**config.mk**
```make
export PLATFORM = sky130hd
export DESIGN_NAME = disp_seq
export DESIGN_NICKNAME = d
export VERILOG_FILES = /design/src/rtl/disp_seq_pkg.sv /design/src/rtl/disp_cmd_decode.sv /design/src/rtl/disp_busy_timer.sv /design/src/rtl/disp_text_fill.sv /design/src/rtl/disp_addr_ctr.sv /design/src/rtl/disp_seq.sv
export SDC_FILE = /design/constraint.sdc
export NUM_CORES = 1
export LEC_CHECK = 0
export ABC_AREA = 1
export BUFFER_PORTS_ARGS = -buffer_cell sky130_fd_sc_hd__buf_2
export CORE_UTILIZATION = 57
export CTS_CLUSTER_SIZE = 28
export DETAILED_ROUTE_END_ITERATION = 16
export HOLD_SLACK_MARGIN = 0.12
export PLACE_DENSITY_LB_ADDON = 0.2
export SLEW_MARGIN = 20
export SYNTH_ARGS = -nofsm -noshare
export SYNTH_HDL_FRONTEND = slang
export SYNTH_SLANG_ARGS = --single-unit
```
**constraint.sdc**
```tcl
create_clock -name clk -period 2.35 [get_ports clk]
set_clock_uncertainty 0.15 [all_clocks]
set_input_delay 0.5875 -clock clk [delete_from_list [all_inputs] [get_ports clk]]
set_output_delay 0.5875 -clock clk [all_outputs]
set_load 0.005 [all_outputs]
```
**src/rtl/disp_seq_pkg.sv**
```systemverilog
// Shared types for the display command sequencer.
// Assumes 8-bit host bytes and 16-bit RAM words.
package disp_seq_pkg;

    typedef enum logic [1:0] {
        TGT_TEXT   = 2'd0,
        TGT_FONT   = 2'd1,
        TGT_BITMAP = 2'd2
    } tgt_t;

    typedef enum logic [3:0] {
        OP_NONE,
        OP_CLEAR,
        OP_HOME,
        OP_ENTRY,
        OP_DISPCTL,
        OP_FUNC,
        OP_FONT_ADDR,
        OP_TEXT_ADDR,
        OP_SR,
        OP_REVERSE,
        OP_SCROLL,
        OP_BMP_ADDR
    } op_t;

endpackage

```
**src/rtl/disp_cmd_decode.sv**
```systemverilog
// Instruction byte classifier.
// Maps a byte to an operation, given the active instruction set and the
// scroll/address select switch. Purely combinational.
module disp_cmd_decode
    import disp_seq_pkg::*;
(
    input  logic [7:0] ins,
    input  logic       ext,
    input  logic       sr,
    output op_t        op
);

    // Priority decode on the leading one of the instruction byte.
    always_comb begin
        if (ins[7])      op = ext ? OP_BMP_ADDR : OP_TEXT_ADDR;
        else if (ins[6]) op = ext ? (sr ? OP_SCROLL : OP_NONE)
                                  : (sr ? OP_NONE : OP_FONT_ADDR);
        else if (ins[5]) op = OP_FUNC;
        else if (ins[4]) op = OP_NONE;
        else if (ins[3]) op = ext ? OP_NONE : OP_DISPCTL;
        else if (ins[2]) op = ext ? OP_REVERSE : OP_ENTRY;
        else if (ins[1]) op = ext ? OP_SR : OP_HOME;
        else if (ins[0]) op = ext ? OP_NONE : OP_CLEAR;
        else             op = OP_NONE;
    end

endmodule

```
**src/rtl/disp_busy_timer.sv**
```systemverilog
// Execution window timer.
// Reloads to CYCLES on each accepted byte and counts down to zero.
// Assumes CYCLES >= 1.
module disp_busy_timer #(
    parameter int CYCLES = 18000
) (
    input  logic clk,
    input  logic rst_n,
    input  logic load,
    output logic active
);

    localparam int CW = $clog2(CYCLES + 1);

    logic [CW-1:0] cnt;

    // Reload on load, otherwise count down to zero.
    always_ff @(posedge clk) begin
        if (!rst_n)           cnt <= '0;
        else if (load)        cnt <= CW'(CYCLES);
        else if (cnt != '0)   cnt <= cnt - 1'b1;
    end

    assign active = (cnt != '0);

endmodule

```
**src/rtl/disp_text_fill.sv**
```systemverilog
// Text RAM fill walker.
// On start, steps an index through every text word, one per cycle.
// Assumes start never arrives while a fill is already running.
module disp_text_fill #(
    parameter int AC_W = 6
) (
    input  logic            clk,
    input  logic            rst_n,
    input  logic            start,
    output logic            active,
    output logic [AC_W-1:0] idx
);

    // Run from index 0 to the last word, then stop.
    always_ff @(posedge clk) begin
        if (!rst_n) begin
            active <= 1'b0;
            idx    <= '0;
        end else if (start) begin
            active <= 1'b1;
            idx    <= '0;
        end else if (active) begin
            idx <= idx + 1'b1;
            if (idx == '1) active <= 1'b0;
        end
    end

endmodule

```
**src/rtl/disp_addr_ctr.sv**
```systemverilog
// Address counter for text, user-font and bitmap RAMs.
// Text/font use a 6-bit wrapping counter stepped in either direction;
// bitmap uses a row and a column, where only the column steps and wraps.
// Assumes AC_W <= V_W + H_W.
module disp_addr_ctr
    import disp_seq_pkg::*;
#(
    parameter int AC_W = 6,
    parameter int V_W  = 6,
    parameter int H_W  = 4,
    localparam int ADDR_W = V_W + H_W
) (
    input  logic              clk,
    input  logic              rst_n,
    input  logic              zero,
    input  logic              ld_text,
    input  logic              ld_font,
    input  logic              ld_row,
    input  logic              ld_col,
    input  logic              step,
    input  logic              up,
    input  logic [AC_W-1:0]   ac_val,
    input  logic [V_W-1:0]    row_val,
    input  logic [H_W-1:0]    col_val,
    output tgt_t              tgt,
    output logic [ADDR_W-1:0] addr
);

    logic [AC_W-1:0] ac;
    logic [V_W-1:0]  row;
    logic [H_W-1:0]  col;

    // Load, clear and step the counter fields.
    always_ff @(posedge clk) begin
        if (!rst_n) begin
            ac  <= '0;
            row <= '0;
            col <= '0;
            tgt <= TGT_TEXT;
        end else begin
            if (zero) begin
                ac  <= '0;
                tgt <= TGT_TEXT;
            end else if (ld_text) begin
                ac  <= ac_val;
                tgt <= TGT_TEXT;
            end else if (ld_font) begin
                ac  <= ac_val;
                tgt <= TGT_FONT;
            end else if (ld_col) begin
                col <= col_val;
                tgt <= TGT_BITMAP;
            end else if (step) begin
                if (tgt == TGT_BITMAP) col <= col + 1'b1;
                else if (up)           ac  <= ac + 1'b1;
                else                   ac  <= ac - 1'b1;
            end
            if (ld_row) row <= row_val;
        end
    end

    // Present the address of the selected RAM.
    always_comb begin
        if (tgt == TGT_BITMAP) addr = {row, col};
        else                   addr = {{(ADDR_W-AC_W){1'b0}}, ac};
    end

endmodule

```
**src/rtl/disp_seq.sv**
```systemverilog
// Display command and address sequencer (top).
// Accepts host instruction/data bytes when not busy, keeps mode state,
// pairs data bytes into 16-bit RAM writes and runs the text clear fill.
// Assumes the host holds wr_en for one clock per byte.
module disp_seq
    import disp_seq_pkg::*;
#(
    parameter int          BUSY_CYCLES = 18000,
    parameter int          AC_W        = 6,
    parameter int          V_W         = 6,
    parameter int          H_W         = 4,
    parameter logic [15:0] FILL_CODE   = 16'h2020,
    localparam int         ADDR_W      = V_W + H_W
) (
    input  logic              clk,
    input  logic              rst_n,
    input  logic              wr_en,
    input  logic              wr_is_data,
    input  logic [7:0]        wr_byte,
    output logic              busy,
    output logic [ADDR_W-1:0] cur_addr,
    output logic              ram_we,
    output logic [1:0]        ram_tgt,
    output logic [ADDR_W-1:0] ram_addr,
    output logic [15:0]       ram_wdata,
    output logic              inc_dir,
    output logic              disp_on,
    output logic              cursor_on,
    output logic              blink_on,
    output logic              ext_set,
    output logic              gfx_on,
    output logic              scroll_sel,
    output logic [3:0]        rev_flags,
    output logic [V_W-1:0]    scroll_ofs
);

    op_t             op;
    tgt_t            ctr_tgt;
    logic            accept, acc_ins, acc_dat, pair_done;
    logic            half, row_pend;
    logic [7:0]      hi_byte;
    logic            timer_busy, fill_busy;
    logic [AC_W-1:0] fill_idx;
    logic            is_clear, is_bmp;

    disp_cmd_decode u_dec (
        .ins (wr_byte),
        .ext (ext_set),
        .sr  (scroll_sel),
        .op  (op)
    );

    // Acceptance and per-operation qualifiers.
    always_comb begin
        accept    = wr_en && !busy;
        acc_ins   = accept && !wr_is_data;
        acc_dat   = accept && wr_is_data;
        pair_done = acc_dat && half;
        is_clear  = acc_ins && (op == OP_CLEAR);
        is_bmp    = acc_ins && (op == OP_BMP_ADDR);
    end

    disp_busy_timer #(.CYCLES(BUSY_CYCLES)) u_busy (
        .clk    (clk),
        .rst_n  (rst_n),
        .load   (accept),
        .active (timer_busy)
    );

    disp_text_fill #(.AC_W(AC_W)) u_fill (
        .clk    (clk),
        .rst_n  (rst_n),
        .start  (is_clear),
        .active (fill_busy),
        .idx    (fill_idx)
    );

    assign busy = timer_busy || fill_busy;

    disp_addr_ctr #(.AC_W(AC_W), .V_W(V_W), .H_W(H_W)) u_ctr (
        .clk     (clk),
        .rst_n   (rst_n),
        .zero    (acc_ins && (op == OP_CLEAR || op == OP_HOME)),
        .ld_text (acc_ins && (op == OP_TEXT_ADDR)),
        .ld_font (acc_ins && (op == OP_FONT_ADDR)),
        .ld_row  (is_bmp && !row_pend),
        .ld_col  (is_bmp && row_pend),
        .step    (pair_done),
        .up      (inc_dir),
        .ac_val  (wr_byte[AC_W-1:0]),
        .row_val (wr_byte[V_W-1:0]),
        .col_val (wr_byte[H_W-1:0]),
        .tgt     (ctr_tgt),
        .addr    (cur_addr)
    );

    // Byte pairing and pending bitmap row tracking.
    always_ff @(posedge clk) begin
        if (!rst_n) begin
            half     <= 1'b0;
            hi_byte  <= '0;
            row_pend <= 1'b0;
        end else if (accept) begin
            if (acc_ins)    half <= 1'b0;
            else            half <= !half;
            if (acc_dat && !half) hi_byte <= wr_byte;
            row_pend <= is_bmp && !row_pend;
        end
    end

    // Mode registers updated by accepted instructions.
    always_ff @(posedge clk) begin
        if (!rst_n) begin
            inc_dir    <= 1'b1;
            disp_on    <= 1'b0;
            cursor_on  <= 1'b0;
            blink_on   <= 1'b0;
            ext_set    <= 1'b0;
            gfx_on     <= 1'b0;
            scroll_sel <= 1'b0;
            rev_flags  <= '0;
            scroll_ofs <= '0;
        end else if (acc_ins) begin
            case (op)
                OP_CLEAR:   inc_dir <= 1'b1;
                OP_ENTRY:   inc_dir <= wr_byte[1];
                OP_DISPCTL: begin
                    disp_on   <= wr_byte[2];
                    cursor_on <= wr_byte[1];
                    blink_on  <= wr_byte[0];
                end
                OP_FUNC: begin
                    ext_set <= wr_byte[2];
                    if (ext_set) gfx_on <= wr_byte[1];
                end
                OP_SR:      scroll_sel <= wr_byte[0];
                OP_REVERSE: rev_flags[wr_byte[1:0]] <= !rev_flags[wr_byte[1:0]];
                OP_SCROLL:  scroll_ofs <= wr_byte[V_W-1:0];
                default:    ;
            endcase
        end
    end

    // Registered RAM write port: fill words or completed data pairs.
    always_ff @(posedge clk) begin
        if (!rst_n) begin
            ram_we    <= 1'b0;
            ram_tgt   <= TGT_TEXT;
            ram_addr  <= '0;
            ram_wdata <= '0;
        end else if (fill_busy) begin
            ram_we    <= 1'b1;
            ram_tgt   <= TGT_TEXT;
            ram_addr  <= {{(ADDR_W-AC_W){1'b0}}, fill_idx};
            ram_wdata <= FILL_CODE;
        end else if (pair_done) begin
            ram_we    <= 1'b1;
            ram_tgt   <= ctr_tgt;
            ram_addr  <= cur_addr;
            ram_wdata <= {hi_byte, wr_byte};
        end else begin
            ram_we    <= 1'b0;
        end
    end

endmodule

```
Yosys cells after proc, flatten, opt, wreduce, memory -nomap -nowiden
Index checks and enable logic that the tools add are counted.
- add/subtract/negate cells: 5
- order comparisons: 2
- equality and inequality tests: 15
- muxes and demuxes: 46
- bitwise gates (word level): 4
- reductions and logical operators: 44
- operator list (operator ; count):
    $mux 4 ; 16
    $mux 6 ; 8
    $mux 15 ; 2
    $mux 14 ; 2
    $eq 4x3->1 const B ; 4
    $eq 4x4->1 const B ; 4
    $reduce_bool 15->1 ; 1
    $sub 15x1->15 const B ; 1
    $reduce_and 2->1 ; 7
    $logic_and 1x1->1 ; 13
    $add 6x1->6 const B ; 2
    $reduce_bool 2->1 ; 6
    $mux 1 ; 11
    $mux 10 ; 1
    $eq 4x2->1 const B ; 2
    $reduce_or 2->1 ; 4
    $eq 6x6->1 const B ; 1
    $mux 3 ; 2
    $ne 3x1->1 const B ; 2
    $reduce_and 3->1 ; 2
    $sub 6x1->6 const B ; 1
    $logic_not 1->1 ; 5
    $reduce_and 5->1 ; 1
    $add 4x1->4 const B ; 1
    other kinds (13) ; 17
- flip-flop bits (word level): 96
- output and inout bits: 57

Logic depth before layout (Yosys ltp)
- word-level depth: 15
- gate-level depth with buffers: 15
- depth with buffers taken out: 15

Hierarchy
From an unflattened synthesis, not the netlist that was laid out.
- cells, all modules: 701
- area total of the unflattened synthesis: 4874.7 µm²
- by module, submodules not included (module ; times used ; cells each ; area each (µm²) ; sequential area each (µm²)):
    disp_seq ; 1 ; 338 ; 2379.8 ; 1121.1
    disp_addr_ctr ; 1 ; 155 ; 1146.1 ; 360.3
    disp_busy_timer ; 1 ; 131 ; 862.1 ; 300.3
    disp_text_fill ; 1 ; 44 ; 319.1 ; 140.1
    disp_cmd_decode ; 1 ; 33 ; 167.7 ; 0.0

Worst setup path after synthesis
Ideal clock, no wire load.
- kind: in2reg
- start: in wr_byte[2]
- end: reg u_ctr.ac[3]
- setup time: 0.110 ns
- arrival time: 1.765 ns
- required time: 2.090 ns
- setup slack: 0.325 ns
- cell stages on the path: 14
- cell sequence: buf_2 > nor2_1 > nor2_1 > nand2_1 > nand2_1 > nand2_1 > nand2_1 > inv_2 > nand3_4 > buf_6 > nand3_1 > nand3_1 > nand2_1 > inv_1
- longest elaborated chain between the ends: 11
- ends and longest elaborated chain (element ; line ; RTL):
    start: declaration ; disp_seq.sv:19 ; input logic [7:0] wr_byte,
    $mux 4 (*) ; disp_cmd_decode.sv:21 ; else if (ins[2]) op = ext ? OP_REVERSE : OP_ENTRY;
    $mux 4 (*) ; disp_cmd_decode.sv:20 ; else if (ins[3]) op = ext ? OP_NONE : OP_DISPCTL;
    $mux 4 (*) ; disp_cmd_decode.sv:19 ; else if (ins[4]) op = OP_NONE;
    $mux 4 (*) ; disp_cmd_decode.sv:18 ; else if (ins[5]) op = OP_FUNC;
    $mux 4 (*) ; disp_cmd_decode.sv:16 ; else if (ins[6]) op = ext ? (sr ? OP_SCROLL : OP_NONE)
    $mux 4 (*) ; disp_cmd_decode.sv:15 ; if (ins[7]) op = ext ? OP_BMP_ADDR : OP_TEXT_ADDR;
    $eq 4x4->1 ; disp_seq.sv:60 ; is_bmp = acc_ins && (op == OP_BMP_ADDR);
    $logic_and 1x1->1 ; disp_seq.sv:60 ;
    $logic_and 1x1->1 ; disp_seq.sv:87 ; .ld_col (is_bmp && row_pend),
    $ne 3x1->1 (no line) ; -- ;
    $reduce_and 3->1 (no line) ; -- ;
    end signal: assignment ; disp_addr_ctr.sv:48 ; ac <= ac_val;
    end signal: assignment ; disp_addr_ctr.sv:55 ; else if (up) ac <= ac + 1'b1;
    end signal: assignment ; disp_addr_ctr.sv:56 ; else ac <= ac - 1'b1;
    end: declaration ; disp_addr_ctr.sv:29 ; logic [AC_W-1:0] ac;
Mark *: on every way between the ends. The rest lies on a longest branch, timed or not.
A chain may end at the register's enable or synchronous reset.

Worst setup path after layout
- start: reg u_ctr.tgt[0]
- end: out cur_addr[3]
- longest elaborated chain between the ends: 2
- ends and longest elaborated chain (element ; line ; RTL):
    start: declaration ; disp_addr_ctr.sv:25 ; output tgt_t tgt,
    start signal: assignment ; disp_addr_ctr.sv:39 ; tgt <= TGT_TEXT;
    start signal: assignment ; disp_addr_ctr.sv:43 ; tgt <= TGT_TEXT;
    start signal: assignment ; disp_addr_ctr.sv:46 ; tgt <= TGT_TEXT;
    $eq 2x2->1 ; disp_addr_ctr.sv:64 ; if (tgt == TGT_BITMAP) addr = {row, col};
    $mux 10 ; disp_addr_ctr.sv:64 ;
    end: declaration ; disp_seq.sv:21 ; output logic [ADDR_W-1:0] cur_addr,
Every way passes these cells.

==> qor.txt <==
Number of synthesized flops with an enable pin -> 0
Post-synth top area share -> 0.403
Routed WL per cell -> 15.0 um
Clk Tree Root Cell -> sky130_fd_sc_hd__clkbuf_8
Internal Dissipation -> 0.00273 W
Gpl congestion -> 0.942
Mapped Area -> 4770 um^2
Post-route core utilization -> 0.701
Combined area of the multi-input logic cells -> 2430 um^2
Sequential standard cell area -> 1920 um^2
Share of async-settable or async-resettable flops after synthesis -> 0
Area inside the core boundary -> 7890 um^2
Most common cell after layout, fill and taps aside -> sky130_fd_sc_hd__nand2_1
Worst hold slack -> 0.296 ns
Fraction of the cycle the final worst path needs -> 0.975
Die height -> 93.4 um
Horizontal die dimension -> 93.4 um
Largest net degree at the start of global routing -> 21
Cell type contributing the most total cell area after synthesis -> sky130_fd_sc_hd__dfxtp_1
Cell depth of the worst min-delay path -> 2
Worst setup SP type -> flip-flop
Setup repair after global routing missed its margin -> true
Number of antenna violations at the first check in global routing -> 0
Post-layout instance area -> 5530 um^2
Relative contribution of sequential cells to total power -> 0.438
Start of the worst register-to-register path -> u_busy.cnt[0]$_SDFFE_PP0P_
Final hold violations -> 0
PD cells -> 768 nW/um^2
Insertion delay of the later-clocked pin in the worst-skew pair -> 0.36 ns
Length in cells of the worst reg-to-reg path -> 13
Largest cells by area after synthesis -> sky130_fd_sc_hd__dfxtp_1 40%, sky130_fd_sc_hd__nand2_1 8.0%, sky130_fd_sc_hd__a21oi_1 6.8%
Yosys synthesis warning count -> 0
CP Class -> reg2out
Starting density of the core -> 0.604
Setup-violating endpoint count in the final report -> 0
Achievable Freq -> 437 MHz
Arrival time at the worst endpoint -> 1.55 ns
Max-slew violations -> 0
Tightest Pin Transition -> 0.489 ns
Count of buffers inserted at the top-level ports -> 68
Placed inst area -> 5310 um^2
Total power after layout -> 0.00425 W
Post-Syn Instances -> 636
Mean Syn Cell Area -> 7.49 um^2
Final WL -> 12400 um
GRT Overall Usage -> 0.293
Overall die area -> 8730 um^2
CP Capture Type -> output pin
Count of hold buffers inserted by post-cts repair -> 0
# DRC -> 0
Status -> finished clean
CTS H-tree lvls -> 3
Data required time of the worst path -> 1.61 ns
Net total in the final layout -> 742
First-pass iteration count of the detailed router -> 5
Worst rel slew slack -> 0.671
Combinational cell fraction of total power -> 0.297
Syn_nets -> 659
Largest buffer count on any clock path -> 2
Fraction of power spent switching nets -> 0.357
Violation count after the first detailed-routing iteration -> 266
Detailed Place HPWL -> 9330 um
Wire length of the first global-routing pass -> 20000 um
Max Cap Viol -> 0
Clock tree from TritonCTS -> yes
Total via count after detailed routing -> 4570
Most used cells in the layout excluding fill and tap cells -> 102 x sky130_fd_sc_hd__nand2_1, 94 x sky130_fd_sc_hd__dfxtp_1, 73 x sky130_fd_sc_hd__nor2_1
Main flop type after synthesis -> sky130_fd_sc_hd__dfxtp_1
Inserted Clock Buffers -> 9
Vias in the first global route -> 4173
Drt via density -> 5.53
Clock group share of total power -> 0.264
Flip-flop and latch count after synthesis -> 96
Critical path origin -> u_ctr.tgt[0]$_SDFFE_PP0P_
Final period demand of the worst path -> 2.29 ns
Startpoint of the tightest hold check path -> ram_wdata[9]$_SDFFE_PP0P_
Leakage -> 2.52 nW
Fraction of final layout cells sized beyond drive strength 1 -> 0.228
Number of nets with antenna violations after routing -> 0
Worst min-delay path class -> reg2reg
Critical Path Fanout Max -> 9
Total I/O pin count -> 69
Sw Pwr -> 0.00152 W
Area growth from synthesis to layout -> 16.1%
Inserted Diodes -> 0
Global-route congestion overflow total -> 0
Clock sink count -> 96
Post-synthesis cell type count -> 48
Sequential area share after synthesis -> 0.403
Clock slew at reported path FFs -> 0.09 ns
Worst vdd rail ir drop -> 0.386 mV
Row count -> 32
Filler Cells Inserted -> 647
-- sequential cells by signal, indices dropped and copies added (netlist names), 2 cells and up --
register	flops
ram_tgt	2
u_ctr.col	4
rev_flags	4
u_fill.idx	6
ram_wdata	16
u_ctr.ac	6
scroll_ofs	6
hi_byte	8
u_ctr.row	6
u_busy.cnt	15
ram_addr	10
u_ctr.tgt	2
-- cell families (layout without fill, tap and decap cells) --
family / Yosys count / after routing / share of synthesized area
xor gates and xnor gates: 15 / 15 / 0.0276
muxes: 1 / 1 / 0.00210
buffers and inverters: 101 / 189 / 0.0882
and+or+nand+nor: 269 / 269 / 0.281
DFF: 96 / 96 / 0.403
adders and majority gates: 11 / 11 / 0.0305
AOI/OAI and AO/OA: 143 / 143 / 0.167
-- per-stage QoR --
stage	TNS, ns	worst slack (ns)	std cells
6_report	0	0.0593	826
5_1_grt	-0.0251	-0.0251	826
4_1_cts	0	0.0503	824
3_5_place_dp	0	0.0597	808
3_3_place_gp	0	0.158	808
2_1_floorplan	0	0.325	636
-- power groups by stage --
stage                     clock [W]  combinational [W]  sequential (W)
after floorplan                   0           0.000971         0.00186
after global placement            0            0.00119         0.00189
after detailed placement          0            0.00121         0.00189
after CTS                   0.00113            0.00122         0.00185
after global routing        0.00120            0.00140         0.00188
final                       0.00112            0.00126         0.00186
-- critical path, stage by stage, from the launching register on --
cell	delay [ns]
sky130_fd_sc_hd__dfxtp_1	0.37
sky130_fd_sc_hd__nor2_2	0.15
sky130_fd_sc_hd__inv_1	0.15
sky130_fd_sc_hd__o21ai_0	0.34
sky130_fd_sc_hd__buf_2	0.18
-- worst paths after layout --
path                                                  end  slack, ns
worst max-delay path                          cur_addr[3]       0.06
worst min-delay path            ram_wdata[9]$_SDFFE_PP0P_       0.30
worst max register to register   u_ctr.ac[0]$_SDFFE_PP0P_       0.17
worst min register to register  ram_wdata[9]$_SDFFE_PP0P_       0.30
-- routing by layer --
layer  track usage  share of wire  vias to the layer above  routed length (um)
met4         0.133          0.028                        0                 341
met5             0              0                        -                   0
met3        0.0333          0.062                       25                 762
li1              -              -                     2264                   -
met1         0.389           0.45                     2118                5540
met2         0.476           0.46                      163                5730
-- Yosys cell counts (2+ instances only) --
| library cell | count |
|---|---|
| sky130_fd_sc_hd__nand2_1 | 102 |
| sky130_fd_sc_hd__dfxtp_1 | 96 |
| sky130_fd_sc_hd__nor2_1 | 73 |
| sky130_fd_sc_hd__inv_1 | 68 |
| sky130_fd_sc_hd__a21oi_1 | 65 |
| sky130_fd_sc_hd__o21ai_0 | 44 |
| sky130_fd_sc_hd__nand3_1 | 37 |
| sky130_fd_sc_hd__ha_1 | 10 |
| sky130_fd_sc_hd__nand4_1 | 10 |
| sky130_fd_sc_hd__a211oi_1 | 9 |
| sky130_fd_sc_hd__inv_2 | 8 |
| sky130_fd_sc_hd__xor2_1 | 8 |
| sky130_fd_sc_hd__buf_2 | 7 |
| sky130_fd_sc_hd__clkbuf_1 | 7 |
| sky130_fd_sc_hd__nand2_2 | 7 |
| sky130_fd_sc_hd__nor2_4 | 7 |
| sky130_fd_sc_hd__o21ai_1 | 7 |
| sky130_fd_sc_hd__xnor2_1 | 7 |
| sky130_fd_sc_hd__nor2_2 | 6 |
| sky130_fd_sc_hd__nor3_1 | 5 |
| sky130_fd_sc_hd__a21oi_2 | 4 |
| sky130_fd_sc_hd__a22oi_1 | 4 |
| sky130_fd_sc_hd__nand3_2 | 4 |
| sky130_fd_sc_hd__a31oi_1 | 3 |
| sky130_fd_sc_hd__buf_1 | 3 |
| sky130_fd_sc_hd__buf_6 | 3 |
| sky130_fd_sc_hd__nand3_4 | 3 |
| sky130_fd_sc_hd__nand4_2 | 3 |
| sky130_fd_sc_hd__o22ai_1 | 3 |
| sky130_fd_sc_hd__buf_4 | 2 |
| sky130_fd_sc_hd__nand3b_1 | 2 |
| sky130_fd_sc_hd__nor4_1 | 2 |
| sky130_fd_sc_hd__or2_2 | 2 |
-- timing repair --
item                       CTS  global route
resized for setup            1             4
buffers inserted             0             2
pin swaps                    0             0
setup endpoints to repair    1             5
-- cell type report --
cell class / count / area share
Multi-Input combinational cell: 439 / 0.438
Sequential cell: 96 / 0.348
Timing Repair Buffer: 95 / 0.100
Inverter: 78 / 0.0531
Clock buffer: 10 / 0.0249
Tap cell: 102 / 0.0231
Clock inverter: 6 / 0.0122
Note: power is estimated with default switching activity, not from simulation.
